<file path="src/rtl/rts_flow_pkg.sv">
package rts_flow_pkg;

    typedef enum logic [1:0] {
        TRIG_LVL0 = 2'd0,
        TRIG_LVL1 = 2'd1,
        TRIG_LVL2 = 2'd2,
        TRIG_LVL3 = 2'd3
    } trig_sel_e;

    localparam int unsigned NUM_LVL = 4;

    // Occupancy at which RTS is released (driven high) for a given code.
    function automatic int unsigned deassert_lvl(int unsigned depth, int unsigned idx);
        case (idx)
            0:       return depth / 8;
            1:       return depth / 4;
            2:       return depth - depth / 8;
            default: return depth - depth / 16;
        endcase
    endfunction

    // Occupancy at or below which RTS is driven low again.
    function automatic int unsigned reassert_lvl(int unsigned depth, int unsigned idx);
        if (idx == 0) return 0;
        return deassert_lvl(depth, idx - 1);
    endfunction

    typedef struct packed {
        logic off;
        logic irq;
        logic rdy;
    } rts_out_t;

endpackage

</file>
<file path="src/rtl/rts_trig_sel.sv">
module rts_trig_sel
    import rts_flow_pkg::*;
#(
    parameter int unsigned DEPTH = 64,
    parameter int unsigned CNT_W = $clog2(DEPTH + 1)
) (
    input  logic             clk,
    input  logic             rst,
    input  logic             wr,
    input  logic [1:0]       sel_in,
    output logic [CNT_W-1:0] hi,
    output logic [CNT_W-1:0] lo
);

    trig_sel_e        trig_q;
    logic [CNT_W-1:0] hi_tab [NUM_LVL];
    logic [CNT_W-1:0] lo_tab [NUM_LVL];

    for (genvar gi = 0; gi < NUM_LVL; gi++) begin : g_lvl
        assign hi_tab[gi] = CNT_W'(deassert_lvl(DEPTH, int'(gi)));
        assign lo_tab[gi] = CNT_W'(reassert_lvl(DEPTH, int'(gi)));
    end

    always_ff @(posedge clk) begin
        if (rst)     trig_q <= TRIG_LVL0;
        else if (wr) trig_q <= trig_sel_e'(sel_in);
    end

    assign hi = hi_tab[trig_q];
    assign lo = lo_tab[trig_q];

endmodule

</file>
<file path="src/rtl/rts_hyst.sv">
module rts_hyst #(
    parameter int unsigned CNT_W = 7
) (
    input  logic             clk,
    input  logic             rst,
    input  logic             en,
    input  logic [CNT_W-1:0] cnt,
    input  logic [CNT_W-1:0] hi,
    input  logic [CNT_W-1:0] lo,
    output logic             off,
    output logic             rise
);

    logic off_nxt;

    always_comb begin
        off_nxt = off;
        if (!en)                    off_nxt = 1'b0;
        else if (!off && cnt >= hi) off_nxt = 1'b1;
        else if (off && cnt <= lo)  off_nxt = 1'b0;
    end

    assign rise = !off && off_nxt;

    always_ff @(posedge clk) begin
        if (rst) off <= 1'b0;
        else     off <= off_nxt;
    end

endmodule

</file>
<file path="src/rtl/rts_irq_flag.sv">
module rts_irq_flag (
    input  logic clk,
    input  logic rst,
    input  logic set,
    input  logic clr,
    output logic flag
);

    always_ff @(posedge clk) begin
        if (rst)      flag <= 1'b0;
        else if (set) flag <= 1'b1;
        else if (clr) flag <= 1'b0;
    end

endmodule

</file>
<file path="src/rtl/rts_flow_ctrl.sv">
module rts_flow_ctrl
    import rts_flow_pkg::*;
#(
    parameter int unsigned DEPTH = 64,
    parameter int unsigned CNT_W = $clog2(DEPTH + 1)
) (
    input  logic             clk,
    input  logic             rst,
    input  logic [CNT_W-1:0] rx_count,
    input  logic [1:0]       trig_sel,
    input  logic             trig_wr,
    input  logic             afc_en,
    input  logic             rts_ie,
    input  logic             iir_rd,
    output logic             rts_pin,
    output logic             rts_int_id,
    output logic             rx_ready_int
);

    logic [CNT_W-1:0] thr_hi;
    logic [CNT_W-1:0] thr_lo;
    logic             rts_rise;
    rts_out_t         st;

    rts_trig_sel #(.DEPTH(DEPTH), .CNT_W(CNT_W)) i_trig (
        .clk    (clk),
        .rst    (rst),
        .wr     (trig_wr),
        .sel_in (trig_sel),
        .hi     (thr_hi),
        .lo     (thr_lo)
    );

    rts_hyst #(.CNT_W(CNT_W)) i_hyst (
        .clk  (clk),
        .rst  (rst),
        .en   (afc_en),
        .cnt  (rx_count),
        .hi   (thr_hi),
        .lo   (thr_lo),
        .off  (st.off),
        .rise (rts_rise)
    );

    rts_irq_flag i_flag (
        .clk  (clk),
        .rst  (rst),
        .set  (rts_rise && rts_ie),
        .clr  (iir_rd),
        .flag (st.irq)
    );

    always_ff @(posedge clk) begin
        if (rst) st.rdy <= 1'b0;
        else     st.rdy <= (rx_count >= thr_hi);
    end

    assign rts_pin      = st.off;
    assign rts_int_id   = st.irq;
    assign rx_ready_int = st.rdy;

endmodule

</file>
<file path="config.mk">
export PLATFORM = sky130hd
export DESIGN_NAME = rts_flow_ctrl
export DESIGN_NICKNAME = d
export VERILOG_FILES = /design/src/rtl/rts_flow_pkg.sv /design/src/rtl/rts_trig_sel.sv /design/src/rtl/rts_hyst.sv /design/src/rtl/rts_irq_flag.sv /design/src/rtl/rts_flow_ctrl.sv
export SDC_FILE = /design/constraint.sdc
export NUM_CORES = 1
export LEC_CHECK = 0
export BUFFER_PORTS_ARGS = -buffer_cell sky130_fd_sc_hd__buf_2
export CORE_AREA = 2 2 39 41
export CTS_CLUSTER_SIZE = 25
export DETAILED_ROUTE_END_ITERATION = 7
export DIE_AREA = 0 0 41 43
export PLACE_DENSITY_LB_ADDON = 0.3
export SETUP_SLACK_MARGIN = 0.05
export SLEW_MARGIN = 5
export SYNTH_ARGS = -nofsm -noshare
export SYNTH_HDL_FRONTEND = slang
export SYNTH_SLANG_ARGS = --single-unit
</file>
<file path="constraint.sdc">
create_clock -name clk -period 1.8 [get_ports clk]
set_input_delay 0 -clock clk [delete_from_list [all_inputs] [get_ports clk]]
set_output_delay 0 -clock clk [all_outputs]
set_load 0.01 [all_outputs]
</file>
==> run metrics <==
run status completed; Highest Clock Rate just over 600 MHz; share of layout cells above drive strength 1 0.394; I/O Buffers 17; mean number of vias per cell 4.59; leakage 0.267 nW; Bufs on Longest Clock Path 2; layout filler cell count 157; relative slew slack 0.736; worst-path fanout max 5; number of top-level pins 18; most common cell in the netlist inv_1; count of nets after finishing between 80 and 90; top cells by area, synth dfxtp_1 26%, ha_1 22%, inv_1 7.7%, mux2i_1 5.1%, nor2_1 4.8%; power density relative to cell area 630 nW/µm²; post-layout utilization of the core 0.385; cell type with the largest total area after synthesis dfxtp_1; number of pins exceeding their max-slew limit in the final report 0; via count of the first global-routing pass 355; setup repair after global routing missed its margin no; Post-Syn Area 392 µm²; proportion of synthesized chip area in sequential cells 0.256; number of distinct standard cells referenced by the synthesized netlist 19; synthesized instance count 44; clock latency on the worst-skew pair between 200 and 250 ps; Synth top area share 0.256; clock transition at the registers of the reported paths 40 ps; Die Width 41 µm; Post-synth EDFFs 0; crit path launch type flop; min cycle time layout 1620 ps; cell at the root of the clock tree clkbuf_4; total global routing overflow 0; clock skew after layout roughly 3.4 ps; fraction of registers with async set/reset 0; total number of yosys warnings 0; CP Capture Type flop; post-route clock period utilization 0.903; post-CTS setup buffer count 0; TritonCTS clock tree built; total count of hold-check failures in the final report 0; share of synthesized cell area in and, or, nand and nor gates 0.240; average routed wire per standard cell 9.33 µm; maximum number of pins on one net before global-route repair 7; number of inserted diodes 0; dominant combinational cell family by area after synthesis simple AND/OR/NAND/NOR gates; most instantiated flip-flop cell in the synthesis netlist dfxtp_1; worst hold path type primary input to flop; Net Count, Synth 66; DRC 0; Tot GR Track Use 0.110; area of the placeable core 1380 µm²; setup violation total in the final timing report 0; mux cell area share after synthesis 0.0511; DIE HEIGHT 43 µm; initial core utilization 0.283; compound-cell area share of the yosys netlist 0.153; top post-synthesis cells by count 8 x inv_1, 7 x ha_1, 5 x dfxtp_1, 5 x nor2_1; Resized Gates After CTS 0; drt first pass iters 3; synthesized-area fraction occupied by adder cells 0.224; critical path class flop to flop; detailed-route wire length 765 µm; area taken by multi-input logic gates 262 µm²; max-cap viol count 0; half-perimeter wire length of the detailed placement result 654 µm; number of H-tree levels 1; antenna violations before repair 0; Cell Rows 14; area taken by flip-flops and latches 100 µm²; Critical Path RT 1900 ps; wire length of the first global-routing pass 1.33 mm; CTS sink count 5; Mean Syn Cell Area 8.90 µm²; actual transition at the worst max-transition pin just under 400 ps; xor/xnor cell area share of the yosys netlist 0; number of CTS-inserted buffers 3; area overhead of the layout relative to synthesis 36.1%; Die Area ~1800 µm²; antenna violation net count after detailed routing 0; final weighted congestion in routability-driven placement 0.686; number of DRC markers after the initial detailed-route iteration 5; Max VDD drop around 0.31 mV; flip-flop and latch count after synthesis 5; final std cell area, no fill 533 µm²; arrival time at the worst endpoint 1720 ps; area after detailed placement 497 µm²; final setup TNS 0 ps; routed vias 376
## report_power, final
part / total [mW] / switching (mW) / internal [mW]
logic: 0.0857 / 0.0439 / 0.0417
registers: 0.123 / 0.00458 / 0.119
clock network: 0.127 / 0.0433 / 0.0836
total: 0.336 / 0.0918 / 0.244
## cell type report
cell class                      count  area share
Clock buffer                        4      0.0493
Inverter                            8      0.0563
Multi-Input combinational cell     31       0.491
Sequential cell                     5       0.188
Tap cell                           16      0.0376
Timing Repair Buffer               18       0.178
## metrics by stage
step	setup slack (ps)	hold slack, ps	power (mW)	instances
after global routing	68.8	9.67	0.365	82
after global placement	178	204	0.210	77
after CTS	151	3.79	0.342	82
after floorplan	350	68.9	0.175	44
final	175	2.24	0.336	82
after detailed placement	159	212	0.210	77
## critical path, stage by stage (launching register included)
cell and delay, ps:
dfxtp_1 380, nor2b_1 170, ha_1 250, nand2b_1 100, a21oi_2 60, nor4_2 360
o32ai_1 160
## repair_timing
| item | in CTS | in global routing |
|---|---|---|
| endpoints found under the hold margin | 1 | 0 |
| endpoints found under the setup margin | 0 | 0 |
| hold buffers | 1 | 0 |
## routing by layer
layer,share of wire,vias up,routed length [µm],global-route usage
li1,-,199,-,-
met1,0.47,171,356,0.141
met2,0.49,6,375,0.159
met3,0.043,0,33,0.0628
met4,0,0,0,0.0200
met5,0,-,0,0
## sequential cells by signal, summed over array words and instances, names as in the netlist
register	cells
i_trig.trig_q	2
i_flag.flag	1
i_hyst.off	1
rx_ready_int	1
## placed cells by master, fill, tap and decap left out, drive strengths merged, types with 2 or more instances in the layout
| master | n |
|---|---|
| ha | 7 |
| inv | 8 |
| a21oi | 2 |
| o21ai | 2 |
| dfxtp | 5 |
| mux2i | 2 |
| clkbuf | 4 |
| nor2 | 5 |
| nand4 | 2 |
| buf | 17 |
| nand2 | 2 |
## path summary, 6_finish.rpt
| kind | startpoint | end | slack (ps) | cells after the start |
|---|---|---|---|---|
| min | trig_sel[1] | i_trig.trig_q[1] | 2 | 3 |
| max | i_trig.trig_q[0] | i_flag.flag | 180 | 6 |
| max reg2reg | i_trig.trig_q[0] | i_flag.flag | 180 | 6 |
| min reg2reg | i_flag.flag | i_flag.flag | 480 | 2 |
## cells by family after synthesis
kind of cell / Yosys count
AND/OR/NAND/NOR: 15
buffers and inverters: 8
AO/OA/AOI/OAI: 7
adder cells (fa/ha/maj): 7
flip-flops: 5
multiplexers: 2
Power figures use the tool's default switching activity.
